**src/rtl/split_qh_pkg.sv**
```systemverilog
package split_qh_pkg;

   localparam logic [1:0] PID_OUT   = 2'b00;
   localparam logic [1:0] PID_IN    = 2'b01;
   localparam logic [1:0] PID_SETUP = 2'b10;

   localparam logic [2:0] RSP_ACK   = 3'd0;
   localparam logic [2:0] RSP_NAK   = 3'd1;
   localparam logic [2:0] RSP_NYET  = 3'd2;
   localparam logic [2:0] RSP_STALL = 3'd3;
   localparam logic [2:0] RSP_XERR  = 3'd4;

   localparam int NUM_OUTCOMES = 4;

   typedef enum logic [1:0] {
      CE_KEEP   = 2'd0,
      CE_RELOAD = 2'd1,
      CE_DEC    = 2'd2
   } cerr_op_e;

   // bit position in the strobe vector is value - 1
   typedef enum logic [2:0] {
      OC_NONE   = 3'd0,
      OC_NEXT   = 3'd1,
      OC_RETRY  = 3'd2,
      OC_PIN    = 3'd3,
      OC_RETIRE = 3'd4
   } outcome_e;

endpackage

```
**src/rtl/split_qh_cerr.sv**
```systemverilog
module split_qh_cerr
   import split_qh_pkg::*;
#(
   parameter int CERR_W = 2
) (
   input  logic [CERR_W-1:0] cerr_q,
   input  cerr_op_e          op,
   output logic [CERR_W-1:0] cerr_d,
   output logic              at_one
);

   localparam logic [CERR_W-1:0] CERR_MAX = {CERR_W{1'b1}};
   localparam logic [CERR_W-1:0] CERR_ONE = CERR_W'(1);

   assign at_one = (cerr_q == CERR_ONE);

   always_comb begin
      unique case (op)
         CE_RELOAD: cerr_d = CERR_MAX;
         CE_DEC:    cerr_d = (cerr_q == '0) ? '0 : cerr_q - CERR_ONE;
         default:   cerr_d = cerr_q;
      endcase
   end

endmodule

```
**src/rtl/split_qh_decide.sv**
```systemverilog
module split_qh_decide
   import split_qh_pkg::*;
(
   input  logic       cs_q,
   input  logic [1:0] pid,
   input  logic [2:0] code,
   input  logic       time_ok,
   input  logic       cerr_at_one,
   output logic       cs_d,
   output cerr_op_e   cerr_op,
   output logic       set_xerr,
   output logic       set_halt,
   output outcome_e   outcome
);

   logic is_setup;
   assign is_setup = (pid == PID_SETUP);

   always_comb begin
      cs_d     = cs_q;
      cerr_op  = CE_KEEP;
      set_xerr = 1'b0;
      set_halt = 1'b0;
      outcome  = OC_NEXT;
      if (!cs_q) begin
         unique case (code)
            RSP_ACK: begin
               cs_d    = 1'b1;
               cerr_op = is_setup ? CE_KEEP : CE_RELOAD;
            end
            RSP_NAK: ;
            default: begin
               cerr_op  = CE_DEC;
               set_xerr = 1'b1;
            end
         endcase
      end else begin
         unique case (code)
            RSP_ACK:  cs_d = 1'b0;
            RSP_NYET: cerr_op = is_setup ? CE_KEEP : CE_RELOAD;
            RSP_NAK: begin
               cs_d = 1'b0;
               if (is_setup) begin
                  cerr_op  = CE_DEC;
                  set_xerr = 1'b1;
               end
            end
            RSP_STALL: begin
               set_halt = 1'b1;
               outcome  = OC_RETIRE;
            end
            default: begin
               cerr_op  = CE_DEC;
               set_xerr = 1'b1;
               outcome  = time_ok ? OC_RETRY : OC_PIN;
            end
         endcase
      end
      if (cerr_op == CE_DEC && cerr_at_one) begin
         set_halt = 1'b1;
         if (outcome == OC_RETRY || outcome == OC_PIN) outcome = OC_NEXT;
      end
   end

endmodule

```
**src/rtl/split_qh_engine.sv**
```systemverilog
module split_qh_engine
   import split_qh_pkg::*;
#(
   parameter int CERR_W = 2
) (
   input  logic              clk,
   input  logic              rst_n,
   input  logic              sw_load,
   input  logic [CERR_W-1:0] sw_cerr,
   input  logic              rsp_valid,
   input  logic [1:0]        rsp_pid,
   input  logic [2:0]        rsp_code,
   input  logic              uframe_time_ok,
   output logic              split_cs,
   output logic [CERR_W-1:0] cerr,
   output logic              halted,
   output logic              xact_err,
   output logic              go_next,
   output logic              go_retry,
   output logic              go_pin,
   output logic              go_retire
);

   localparam logic [CERR_W-1:0] CERR_MAX = {CERR_W{1'b1}};

   if (CERR_W < 2 || CERR_W > 4) begin : g_bad_cerr_w
      $error("split_qh_engine: CERR_W must lie in 2..4");
   end

   logic                    cs_q, halt_q, xerr_q, accept;
   logic [CERR_W-1:0]       cerr_q, cerr_d;
   logic                    cs_d, set_xerr, set_halt, at_one;
   cerr_op_e                cerr_op;
   outcome_e                outcome;
   logic [NUM_OUTCOMES-1:0] oc_oh, oc_q;

   assign accept = rsp_valid && !halt_q && !sw_load;

   split_qh_decide u_decide (
      .cs_q        (cs_q),
      .pid         (rsp_pid),
      .code        (rsp_code),
      .time_ok     (uframe_time_ok),
      .cerr_at_one (at_one),
      .cs_d        (cs_d),
      .cerr_op     (cerr_op),
      .set_xerr    (set_xerr),
      .set_halt    (set_halt),
      .outcome     (outcome)
   );

   split_qh_cerr #(.CERR_W(CERR_W)) u_cerr (
      .cerr_q (cerr_q),
      .op     (cerr_op),
      .cerr_d (cerr_d),
      .at_one (at_one)
   );

   for (genvar i = 0; i < NUM_OUTCOMES; i++) begin : g_oc
      assign oc_oh[i] = (outcome == outcome_e'(i + 1));
   end

   always_ff @(posedge clk) begin
      if (!rst_n) begin
         cs_q   <= 1'b0;
         cerr_q <= CERR_MAX;
         halt_q <= 1'b0;
         xerr_q <= 1'b0;
         oc_q   <= '0;
      end else begin
         oc_q <= accept ? oc_oh : '0;
         if (sw_load) begin
            cs_q   <= 1'b0;
            cerr_q <= sw_cerr;
            halt_q <= 1'b0;
            xerr_q <= 1'b0;
         end else if (accept) begin
            cs_q   <= cs_d;
            cerr_q <= cerr_d;
            halt_q <= set_halt;
            xerr_q <= xerr_q | set_xerr;
         end
      end
   end

   assign split_cs  = cs_q;
   assign cerr      = cerr_q;
   assign halted    = halt_q;
   assign xact_err  = xerr_q;
   assign go_next   = oc_q[0];
   assign go_retry  = oc_q[1];
   assign go_pin    = oc_q[2];
   assign go_retire = oc_q[3];


   one_strobe_chk: assert property (@(posedge clk) disable iff (!rst_n)
      accept |=> $countones({go_next, go_retry, go_pin, go_retire}) == 1);


   no_idle_strobe_chk: assert property (@(posedge clk) disable iff (!rst_n)
      !accept |=> {go_next, go_retry, go_pin, go_retire} == 4'b0000);


   ss_ack_reload_chk: assert property (@(posedge clk) disable iff (!rst_n)
      (accept && !cs_q && rsp_code == RSP_ACK && rsp_pid != PID_SETUP)
      |=> (cerr == CERR_MAX && split_cs));


   pin_needs_no_time_chk: assert property (@(posedge clk) disable iff (!rst_n)
      (accept && cs_q && rsp_code == RSP_XERR && !at_one)
      |=> (go_pin == !$past(uframe_time_ok) && go_retry == $past(uframe_time_ok)));


   stall_retire_chk: assert property (@(posedge clk) disable iff (!rst_n)
      (accept && cs_q && rsp_code == RSP_STALL) |=> (halted && go_retire && split_cs));


   halted_frozen_chk: assert property (@(posedge clk) disable iff (!rst_n)
      (halted && !sw_load) |=> ($stable(cerr) && $stable(split_cs) && $stable(xact_err) && halted));

endmodule

```
**config.mk**
```make
export PLATFORM = sky130hd
export DESIGN_NAME = split_qh_engine
export DESIGN_NICKNAME = d
export VERILOG_FILES = /design/src/rtl/split_qh_pkg.sv /design/src/rtl/split_qh_cerr.sv /design/src/rtl/split_qh_decide.sv /design/src/rtl/split_qh_engine.sv
export SDC_FILE = /design/constraint.sdc
export NUM_CORES = 1
export LEC_CHECK = 0
export ABC_AREA = 1
export CAP_MARGIN = 20
export CORE_MARGIN = 3
export CORE_UTILIZATION = 35
export DETAILED_ROUTE_END_ITERATION = 6
export PLACE_DENSITY = 0.7
export SLEW_MARGIN = 30
export SYNTH_ARGS = -nofsm -noshare
export SYNTH_HDL_FRONTEND = slang
export SYNTH_SLANG_ARGS = --single-unit
```
**constraint.sdc**
```tcl
create_clock -name clk -period 1.63 [get_ports clk]
set_input_delay 0.163 -clock clk [delete_from_list [all_inputs] [get_ports clk]]
set_output_delay 0.163 -clock clk [all_outputs]
set_load 0.02 [all_outputs]
```
[After elaboration in Yosys (flattened, before gate mapping)]
Index checks and enable logic that the tools add are counted.
Operators by class
  reductions and logical operators: 17
  muxes and demuxes: 23
  bitwise gates (word level): 2
  $add $sub $neg: 1
  equal/unequal tests: 13
Operator list (count)
  equality test 3 x 2 -> 1 bit (second input constant): 6
  2-to-1 mux 1 bit: 10
  2-to-1 mux 2 bit: 5
  2-to-1 mux 3 bit: 3
  one-hot mux 2 bit (2 select lines): 2
  equality test 3 x 1 -> 1 bit (second input constant): 2
  one-hot mux 2 bit (3 select lines): 1
  one-hot mux 3 bit (2 select lines): 1
  OR reduction 2 bit: 3
  OR reduction 3 bit: 2
  equality test 2 x 1 -> 1 bit (second input constant): 2
  equality test 2 bit (second input constant): 2
  AND reduction 2 bit: 2
  equality test 3 bit (second input constant): 1
  logical AND 1 bit: 3
  logical NOT 3 bit: 1
  nonzero test 3 bit: 1
  logical NOT 1 bit: 2
  logical NOT 2 bit: 1
  one-hot mux 1 bit (2 select lines): 1
  nonzero test 2 bit: 1
  subtractor 2 x 1 -> 2 bit (second input constant): 1
  logical OR 1 bit: 1
  inverter 1 bit: 1
  bitwise OR 1 bit: 1
Storage, ports and cells
  logic and storage cells: 61
  bits in registers: 9
  input bits: 12

[Depth between registers and ports, before layout]
Gate-level depths: netlist of run 1.
  depth in word-level cells: 9
  depth in mapped cells: 9
  mapped depth without buffers: 9

[Cells and area by module]
A second synthesis of run 1 with hierarchy kept.
Unflattened totals
  cell total of the unflattened synthesis: 94
  area total of the unflattened synthesis: 591.8 um2
Modules (own cells, without submodules)
  split_qh_engine: cells each 48, instances 1, area each 369.1 um2
  split_qh_decide: cells each 25, instances 1, area each 123.9 um2
  split_qh_cerr: cells each 21, instances 1, area each 98.8 um2

[Worst setup path after synthesis of run 1]
OpenSTA, ideal clock, no wires.
  path type: register to register
  from: register cs_q (netlist: split_cs)
  to: register cerr_q[1] (netlist: cerr[1])
  clock period less this slack: 1.227 ns
  cell stages (with the launch flop): 8
  arrival time: 1.107 ns
  setup slack: 0.403 ns
  setup time: 0.120 ns
  path buffers: 0
  path through: dfxtp_1 -> inv_2 -> nor2_2 -> nor2_1 -> nor2_2 -> nand3_1 -> nand3_1 -> nand3_1
Between the ends
  word-level cells in the longest chain between the ends: 5
  elaborated cells on any way between the ends: 8
Ends and longest elaborated chain
  start: declaration: line split_qh_engine.sv:30  | logic cs_q, halt_q, xerr_q, accept;
  start signal: assignment: line split_qh_engine.sv:78  | cs_q <= cs_d;
  2-to-1 mux 2 bit (*): line split_qh_decide.sv:25  | if (!cs_q) begin
  equality test 2 bit / equality test 2 x 1 -> 1 bit (equally long branches): line split_qh_cerr.sv:18  | unique case (op)
  one-hot mux 2 bit (2 select lines): line split_qh_cerr.sv:18
  2-to-1 mux 2 bit: line split_qh_engine.sv:77  | end else if (accept) begin
  2-to-1 mux 2 bit: line split_qh_engine.sv:72  | if (sw_load) begin
  end signal: assignment: line split_qh_engine.sv:74  | cerr_q <= sw_cerr;
  end signal: assignment: line split_qh_engine.sv:79  | cerr_q <= cerr_d;
  end: declaration: line split_qh_engine.sv:31  | logic [CERR_W-1:0] cerr_q, cerr_d;
Every way passes the cells marked *; elsewhere a longest branch is shown, timed or not. The select of a mux whose other input is x is not followed.
A chain may end at the register's enable or synchronous reset.

[Worst setup path in the final report of run 1]
  from: register cs_q (netlist: split_cs)
  to: output port split_cs
RTL lines
  end: declaration: line split_qh_engine.sv:14  | output logic split_cs,
No word-level cell between the ends.

==> results of run 1 <==
[logic make-up (layout without fill, tap and decap cells)]
group | count (synthesis) | after routing | share of synthesized area [%]
buffers and inverters | 7 | 31 | 5.43
flip-flops | 9 | 9 | 37.2
AO/OA/AOI/OAI | 10 | 10 | 13.4
AND/OR/NAND/NOR | 41 | 41 | 43.9
[metrics by stage]
step                hold WS [ns]  util, %  total power (W)  worst slack, ns
floorplan                  0.233        -         0.000296            0.403
global placement           0.451     58.4         0.000353            0.136
finish                     0.463     60.6         0.000518            0.131
CTS                        0.466     60.6         0.000529            0.106
detailed placement         0.455     58.4         0.000353            0.138
global route               0.480     60.6         0.000555           0.0455
[power by group through the flow]
stage / clock [W] / sequential [W] / combinational, W
CTS: 0.000181 / 0.000234 / 0.000114
global route: 0.000195 / 0.000235 / 0.000125
floorplan: 0 / 0.000247 / 0.0000491
detailed placement: 0 / 0.000239 / 0.000114
global placement: 0 / 0.000239 / 0.000114
finish: 0.000170 / 0.000234 / 0.000114
[final timing paths]
| kind | cells after the start | start | endpoint | slack, ns |
|---|---|---|---|---|
| max | 1 | split_cs | split_cs | 0.13 |
| min | 2 | halted | halted | 0.46 |
| max reg2reg | 6 | split_cs | halted | 0.41 |
| min reg2reg | 2 | halted | halted | 0.46 |
[synthesized netlist by cell type]
cell | instances | area share, %
sky130_fd_sc_hd__a211oi_1 | 1 | 1.6
sky130_fd_sc_hd__a21oi_1 | 5 | 5.2
sky130_fd_sc_hd__a21oi_2 | 2 | 3.6
sky130_fd_sc_hd__a31oi_1 | 1 | 1.3
sky130_fd_sc_hd__dfxtp_1 | 9 | 37
sky130_fd_sc_hd__inv_1 | 5 | 3.9
sky130_fd_sc_hd__inv_2 | 2 | 1.6
sky130_fd_sc_hd__nand2_1 | 13 | 10
sky130_fd_sc_hd__nand2_2 | 1 | 1.3
sky130_fd_sc_hd__nand3_1 | 10 | 10
sky130_fd_sc_hd__nand3_2 | 1 | 2.1
sky130_fd_sc_hd__nor2_1 | 10 | 7.8
sky130_fd_sc_hd__nor2_2 | 2 | 2.6
sky130_fd_sc_hd__nor2_8 | 1 | 4.1
sky130_fd_sc_hd__nor3_1 | 1 | 1.0
sky130_fd_sc_hd__nor3_2 | 1 | 2.1
sky130_fd_sc_hd__nor3b_2 | 1 | 2.6
sky130_fd_sc_hd__o21ai_2 | 1 | 1.8
[layer usage]
metal / wire [um] / share of wire, %
met5: 0 / 0
met4: 0 / 0
met3: 62 / 6.0
met2: 478 / 46
met1: 489 / 48
[flip-flops by register name, indices dropped and copies added (netlist names)]
name and count:
split_cs 1, xact_err 1, halted 1, cerr 2, oc_q 4
[cell type report]
cell class                 count  area [sq um]  area share (%)
clock buffer                   4          26.3            3.61
inverter                       7          26.3            3.61
multi-input combinational     51           278            38.1
sequential                     9           180            24.7
tap                           14          17.5            2.41
timing repair buffer          20           200            27.5
==> flow_summary_export.csv, run 1 <==
group,metric,value,unit
outcome,outcome,"complete, no violations",
synthesis,synth-seq-area-share,37.2,%
sta,period_minus_slack,1.50,ns
layout,layout.nets,104,
grt,globalRoute.totalOverflow,0,
sta,finalSetupViolations,0,
grt,busiest_layer,"met2",
die,io_pins,21,
layout,final_design_area_no_fill,728,sq um
grt,gr-usage-met2,18.9,%
die,coreArea,0.00120,sq mm
power_and_ir_drop,internal-power,0.000378,W
synthesis,syn_area,484,sq um
sta,finalMaxSlewViolations,0,
layout,final_layout_size_suffix_gt1_share,16.5,%
sta,max_slew.worst_pin.slew,0.270,ns
worst_setup_path,cpPeakStageDelay,0.64,ns
cts,clock_sink_count,9,
power_and_ir_drop,pwr_per_cell_area,712,mW/mm^2
layout,antennaDiodeCount,0,
sta,fmax,667,MHz
sta,final_hold_fails,0,
grt,grtUsageMet3,6.36,%
die,die-width,43.2,um
sta,fin_tns_setup,0,ns
placed_design,placed_cell_area,702,sq um
worst_setup_path,cp_slowest_cell,"sky130_fd_sc_hd__clkdlybuf4s50_1",
synthesis,postSynthNetCount,79,
cts,ctsHoldBuffers,0,
layout,highest_count_cells_in_the_layout_ignoring_fill_and_taps,"sky130_fd_sc_hd__clkdlybuf4s50_1 (20), sky130_fd_sc_hd__nand2_1 (13), sky130_fd_sc_hd__nand3_1 (10), sky130_fd_sc_hd__nor2_1 (10), sky130_fd_sc_hd__dfxtp_1 (9)",
sta,timing.slew.headroom,82.0,%
synthesis,synth_area_per_cell,7.23,sq um
cts,cts_buffers,3,
cts,clk_latency,0.26,ns
synthesis,synth_seq_cells,9,
layout,layout_commonest_cell,"sky130_fd_sc_hd__clkdlybuf4s50_1",
grt,global_route_total_usage_across_every_layer,12.5,%
route,remaining_drc_errors,0,
placed_design,portBuffers,20,
sta,final.period_utilization,92.0,%
placed_design,dp_cells,101,
worst_setup_path,cp_top_family,"buffers and inverters",
grt,grt_pass1_vias,448,
layout,fillerInstances,130,
placed_design,globalplace.congestion,0.734,
power_and_ir_drop,vdd_ir_drop_max,0.600,mV
min_path,hold_path_class,"flip-flop to flip-flop",
power_and_ir_drop,total_switching_power,0.000140,W
die,floorplan.die.height,43.2,um
flow_run,max-cap-violations,0,
synthesis,yosys_warnings,0,
cts,cts.root.buffer_cell,"sky130_fd_sc_hd__clkbuf_4",
grt,global_route.usage.met1,15.4,%
die,initial_core_util,40.3,%
worst_setup_path,worstPathRequired,1.47,ns
placed_design,dp_hpwl,831,um
cts,cts_setup_buffers,0,
cts,postCtsResizedCells,0,
route,antenna_violating_nets_left,0,
route,via_per_inst,4.75,
grt,grt_antenna_before_repair,0,
route,postRouteWirelength,1.03,mm
sta,clock_skew,0.00264,ns
power_and_ir_drop,p_clk_share,32.9,%
cts,clk_pin_slew,0.06,ns
worst_setup_path,cp_max_fo,6,
die,design.die.area,0.00187,sq mm
layout,stdcell_count,105,
route,drt-wirelength-per-cell,9.80,um
sta,grt_setup_unrepaired,"false",
worst_setup_path,critPathBufInv,1,
worst_setup_path,worstPathArrival,1.34,ns
power_and_ir_drop,p_seq_share,45.2,%
route,drt_iter0_drc,18,
layout,area_growth,50.4,%
route,1st_pass_router_iterations,4,
synthesis,syn_inst,67,
cts,htree_num_levels,1,
grt,grt_start_max_net_pins,8,
worst_setup_path,cp-start-kind,"flip-flop",
cts,cts_tree,"done",
power_and_ir_drop,leakage,0.296,nW
worst_setup_path,worstSetupPathType,"flip-flop to output pin",
worst_setup_path,end_kind,"output pin",
synthesis,synth_cell_types,18,
grt,first_pass_grt_wire_length,1.78,mm
route,detailroute.via_count,499,
cts,clock_path_buffers,2,
worst_setup_path,timing.critical_path.cells,"clkdlybuf4s50_1",
die,row_count,12,
power_and_ir_drop,sw_frac_of_total,27.1,%
power_and_ir_drop,combinationalPowerShare,22.0,%
Power figures use the tool's default switching activity.
==> inputs of run 2 (changes only) <==
Settings changed: CORE_AREA set to 3 3 40 42, CORE_MARGIN 3 to unset, CORE_UTILIZATION 35 to unset, DIE_AREA set to 0 0 43 45, PLACE_DENSITY 0.7 to 0.73.
==> run 2 against run 1 <==
Compared with the run above: wire length is 11% higher; first-iteration DRC count decreased by 61%; highest routed layer is now met4; register-to-register slack is essentially flat.
==> flow_summary_export.csv, run 2 (synthesis results as in run 1) <==
group,metric,value,unit
route,drt-wirelength-per-cell,10.7,um
grt,first_pass_grt_wire_length,1.78,mm
cts,cts_setup_buffers,0,
layout,final_layout_size_suffix_gt1_share,16.5,%
worst_setup_path,cpPeakStageDelay,0.65,ns
power_and_ir_drop,vdd_ir_drop_max,0.276,mV
die,row_count,13,
worst_setup_path,cp-start-kind,"flip-flop",
power_and_ir_drop,leakage,0.296,nW
placed_design,portBuffers,20,
placed_design,dp_hpwl,952,um
layout,layout.nets,104,
die,coreArea,0.00128,sq mm
sta,finalMaxSlewViolations,0,
cts,clk_pin_slew,0.06,ns
worst_setup_path,end_kind,"output pin",
die,initial_core_util,37.7,%
cts,cts.root.buffer_cell,"sky130_fd_sc_hd__clkbuf_4",
worst_setup_path,r2r_start,"split_cs",
min_path,hold_path_startpoint,"halted",
grt,grt_antenna_before_repair,0,
layout,largest_register_ffs,4,
die,io_pins,21,
worst_setup_path,r2r_setup_slack,0.40,ns
grt,grt_pass1_vias,448,
worst_setup_path,reg2reg_to,"oc_q[1]",
route,drt_iter0_drc,7,
worst_setup_path,worstSetupPathType,"flip-flop to output pin",
worst_setup_path,crit_start,"split_cs",
cts,ctsHoldBuffers,0,
grt,globalRoute.totalOverflow,0,
grt,global_route_total_usage_across_every_layer,12.7,%
placed_design,globalplace.congestion,0.821,
die,floorplan.die.height,45,um
worst_setup_path,r2r.worst_path.cells,6,
route,detailroute.via_count,534,
worst_setup_path,crit_end,"split_cs",
worst_setup_path,critPathBufInv,1,
outcome,outcome,"complete, no violations",
cts,clock_sink_count,9,
min_path,hold_path_class,"flip-flop to flip-flop",
worst_setup_path,worstPathRequired,1.47,ns
sta,crit_path_setup_slack_layout,0.116,ns
cts,cts_buffers,3,
worst_setup_path,cp_slowest_cell,"sky130_fd_sc_hd__clkdlybuf4s50_1",
cts,postCtsResizedCells,0,
layout,highest_count_cells_in_the_layout_ignoring_fill_and_taps,"sky130_fd_sc_hd__clkdlybuf4s50_1 (20), sky130_fd_sc_hd__nand2_1 (13), sky130_fd_sc_hd__nand3_1 (10), sky130_fd_sc_hd__nor2_1 (10), sky130_fd_sc_hd__dfxtp_1 (9)",
die,die-width,43,um
placed_design,dpl_worst_slack,0.157,ns
cts,clock_path_buffers,2,
worst_setup_path,cp_top_family,"buffers and inverters",
layout,final_design_area_no_fill,729,sq um
placed_design,placed_cell_area,703,sq um
sta,final.period_utilization,92.9,%
power_and_ir_drop,pwr_per_cell_area,709,mW/mm^2
sta,clock_skew,0.000385,ns
placed_design,dp_cells,102,
sta,fmax,661,MHz
worst_setup_path,cp_max_fo,6,
worst_setup_path,worstPathArrival,1.35,ns
sta,period_minus_slack,1.51,ns
layout,antennaDiodeCount,0,
layout,layout_commonest_cell,"sky130_fd_sc_hd__clkdlybuf4s50_1",
layout,stdcell_count,106,
sta,fin_tns_setup,0,ns
cts,cts_tree,"done",
sta,finalSetupViolations,0,
route,antenna_violating_nets_left,0,
sta,timing.slew.headroom,80.8,%
route,remaining_drc_errors,0,
layout,area_growth,50.6,%
route,postRouteWirelength,1.14,mm
sta,grt_setup_unrepaired,"false",
route,1st_pass_router_iterations,4,
layout,register_ranked_first_by_flip_flop_count,"oc_q",
worst_setup_path,worst-path-stages,1,
flow_run,max-cap-violations,0,
route,via_per_inst,5.04,
sta,max_slew.worst_pin.slew,0.287,ns
cts,clk_latency,0.25,ns
cts,htree_num_levels,1,
worst_setup_path,timing.critical_path.cells,"clkdlybuf4s50_1",
grt,grt_start_max_net_pins,8,
sta,final_hold_fails,0,
die,design.die.area,0.00194,sq mm
layout,final_util,56.8,%
[run 2: per-layer routing]
layer	vias to the layer above	track usage [%]	wire, um
met3	4	1.59	57
met5	-	0	0
met4	0	10.8	33
met2	21	23.1	584
li1	275	-	-
met1	234	12.9	464
[run 2: report_power, final]
part	leakage (nW)	total [W]	internal [W]	switching, W
combinational	0.207	0.000115	0.0000564	0.0000589
clock	0.0150	0.000168	0.0000941	0.0000737
sequential	0.0733	0.000234	0.000227	0.00000673
[run 2: cell type report]
cell class	instances	area (sq um)
fillers	134	556
multi-input cells	51	278
repair buffers	20	200
flip-flops and latches	9	180
clock buffers	4	26.3
inverters	7	26.3
well taps	15	18.8
[run 2: per-stage QoR]
step	hold WS, ns	power [W]
after global placement	0.458	0.000353
after detailed placement	0.466	0.000354
after global routing	0.484	0.000542
after floorplan	0.233	0.000296
after CTS	0.476	0.000524
final	0.471	0.000517
[run 2: how the worst min path moves through the flow]
stage | depth (start not counted) | slack, ns | endpoint
2_1_floorplan | 1 | 0.23 | oc_q[2]
3_3_place_gp | 2 | 0.46 | halted
3_5_place_dp | 2 | 0.47 | halted
4_1_cts | 2 | 0.48 | halted
5_1_grt | 2 | 0.48 | halted
6_report | 2 | 0.47 | halted
==> inputs of run 3 (changes only) <==
Settings changed: CELL_PAD_IN_SITES_DETAIL_PLACEMENT set to 0, CELL_PAD_IN_SITES_GLOBAL_PLACEMENT set to 1, CORE_AREA 3 3 40 42 to unset, CORE_ASPECT_RATIO set to 0.9, CORE_MARGIN set to 3, CORE_UTILIZATION set to 29, DIE_AREA 0 0 43 45 to unset, PLACE_DENSITY 0.73 to 0.82, RECOVER_POWER set to 100.
==> run 3 against run 2 <==
Compared with the run above: first-iteration DRC count up 130%; non-clock buffer count unchanged; clock skew up 0.0035 ns; count of clock-buffer cells in the layout unchanged; wire length down 4.9%; hold slack worse by 0.0073 ns; final cell count up 6.6%; worst setup slack better by 0.018 ns; global-route usage down 3.3 points; core utilization down 8.8 points; sequential share of layout area up 0.13 points; critical path type unchanged; critical endpoint is now cerr[1]; largest cell class unchanged; largest power group unchanged; highest routed layer is now met3.
==> flow_summary_export.csv, run 3 (synthesis results as in run 1) <==
group,metric,value,unit
worst_setup_path,worstPathRequired,1.47,ns
layout,final_design_area_no_fill,726,sq um
layout,area_growth,49.9,%
cts,clock_path_buffers,2,
die,io_pins,21,
sta,finalSetupViolations,0,
cts,htree_num_levels,1,
power_and_ir_drop,leakage,0.312,nW
layout,highest_count_cells_in_the_layout_ignoring_fill_and_taps,"sky130_fd_sc_hd__nand2_1 (14), sky130_fd_sc_hd__nand3_1 (11), sky130_fd_sc_hd__nor2_1 (10), sky130_fd_sc_hd__clkdlybuf4s50_1 (10), sky130_fd_sc_hd__dlygate4sd3_1 (10)",
power_and_ir_drop,p_clk_share,31.9,%
route,1st_pass_router_iterations,4,
placed_design,dp_hpwl,896,um
worst_setup_path,r2r_setup_slack,0.41,ns
power_and_ir_drop,total_switching_power,0.000132,W
sta,grt_setup_unrepaired,"false",
layout,antennaDiodeCount,0,
worst_setup_path,cp_max_fo,5,
placed_design,portBuffers,20,
power_and_ir_drop,vdd_ir_drop_max,0.311,mV
cts,clk_latency,0.25,ns
route,detailroute.via_count,509,
layout,layout_commonest_cell,"sky130_fd_sc_hd__nand2_1",
grt,grt_pass1_vias,385,
die,row_count,13,
cts,ctsHoldBuffers,0,
grt,first_pass_grt_wire_length,1.60,mm
worst_setup_path,cp_top_family,"buffers and inverters",
layout,fillerInstances,149,
cts,postCtsResizedCells,0,
power_and_ir_drop,p_seq_share,46.4,%
sta,max_slew.worst_pin.slew,0.308,ns
worst_setup_path,critPathBufInv,1,
sta,final.hold.worst_slack,0.464,ns
power_and_ir_drop,overall_power_after_layout,0.000505,W
grt,grt_antenna_before_repair,0,
worst_setup_path,worstPathArrival,1.33,ns
die,die-width,49.1,um
worst_setup_path,end_kind,"output pin",
sta,timing.slew.headroom,79.4,%
layout,register_ranked_first_by_flip_flop_count,"oc_q",
cts,clk_pin_slew,0.06,ns
cts,cts_buffers,3,
sta,clock_skew,0.00392,ns
sta,final.period_utilization,91.7,%
cts,clock_sink_count,9,
grt,global_route_total_usage_across_every_layer,9.35,%
power_and_ir_drop,combinationalPowerShare,21.8,%
flow_run,max-cap-violations,0,
layout,final_layout_size_suffix_gt1_share,13.2,%
worst_setup_path,cp_slowest_cell,"sky130_fd_sc_hd__dlygate4sd3_1",
route,antenna_violating_nets_left,0,
layout,layout.nets,104,
power_and_ir_drop,sw_frac_of_total,26.0,%
die,initial_core_util,32.0,%
sta,fin_tns_setup,0,ns
outcome,outcome,"complete, no violations",
grt,grt_start_max_net_pins,8,
layout,largest_register_ffs,4,
sta,fmax,669,MHz
worst_setup_path,cp-start-kind,"flip-flop",
cts,cts_tree,"done",
sta,finalMaxSlewViolations,0,
route,postRouteWirelength,1.08,mm
cts,cts.root.buffer_cell,"sky130_fd_sc_hd__clkbuf_4",
cts,cts_setup_buffers,0,
sta,final_hold_fails,0,
grt,globalRoute.totalOverflow,0,
worst_setup_path,worstSetupPathType,"flip-flop to output pin",
min_path,hold_path_class,"flip-flop to flip-flop",
die,floorplan.die.height,44.8,um
route,drt-wirelength-per-cell,9.58,um
placed_design,globalplace.congestion,0.813,
die,coreArea,0.00151,sq mm
worst_setup_path,cpPeakStageDelay,0.69,ns
route,drt_iter0_drc,16,
die,design.die.area,0.00220,sq mm
worst_setup_path,timing.critical_path.cells,"dlygate4sd3_1",
route,remaining_drc_errors,0,
placed_design,placed_cell_area,712,sq um
power_and_ir_drop,pwr_per_cell_area,696,mW/mm^2
power_and_ir_drop,internal-power,0.000373,W
route,via_per_inst,4.50,
sta,period_minus_slack,1.50,ns
-- run 3: changes by cell type in the layout (fill, tap and decap cells not counted) --
cell	change
sky130_fd_sc_hd__clkdlybuf4s50_1	-10
sky130_fd_sc_hd__dlygate4sd3_1	+10
sky130_fd_sc_hd__nand2_1	+1
sky130_fd_sc_hd__nand2_2	-1
sky130_fd_sc_hd__nand3_1	+1
sky130_fd_sc_hd__nand3_2	-1
sky130_fd_sc_hd__nor3b_1	+1
sky130_fd_sc_hd__nor3b_2	-1
-- run 3: worst reg2reg max path, stage by stage (launching register included) --
cell and delay [ns]:
sky130_fd_sc_hd__dfxtp_1 0.43, sky130_fd_sc_hd__inv_2 0.09, sky130_fd_sc_hd__a21oi_2 0.13, sky130_fd_sc_hd__o21ai_2 0.10, sky130_fd_sc_hd__nand2_1 0.11, sky130_fd_sc_hd__nand3_1 0.12
sky130_fd_sc_hd__nor3b_1 0.18
-- run 3: path summary, 6_finish.rpt --
path         startpoint       to  cells after the start
max reg2reg    split_cs  oc_q[1]                      6
max             cerr[1]  cerr[1]                      1
min reg2reg      halted   halted                      2
min              halted   halted                      2
-- run 3: final cells by class --
cell class / count / area (sq um) / area share [%]
clock buffer: 4 / 26.3 / 3.62
sequential: 9 / 180 / 24.8
multi-input combinational: 51 / 265 / 36.6
inverter: 7 / 26.3 / 3.62
tap: 22 / 27.5 / 3.79
timing repair buffer: 20 / 200 / 27.6
-- run 3: metrics by stage --
stage / std cells / setup WS (ns) / utilization, %
2_1_floorplan: 67 / 0.403 / -
3_3_place_gp: 109 / 0.0921 / 47.1
3_5_place_dp: 109 / 0.109 / 47.1
4_1_cts: 113 / 0.115 / 48.8
5_1_grt: 113 / 0.0843 / 48.0
6_report: 113 / 0.135 / 48.0
-- run 3: power groups by stage --
stage | sequential, W | clock, W | combinational [W]
global placement | 0.000239 | 0 | 0.000116
global route | 0.000235 | 0.000179 | 0.000121
detailed placement | 0.000239 | 0 | 0.000114
floorplan | 0.000247 | 0 | 0.0000491
CTS | 0.000235 | 0.000166 | 0.000115
finish | 0.000234 | 0.000161 | 0.000110
-- run 3: layer usage --
metal	share of wire, %	vias up	global-route usage [%]
met3	7.0	0	2.31
met4	0	0	3.41
li1	-	271	-
met5	0	-	0
met1	49	213	13.5
met2	44	25	13.4
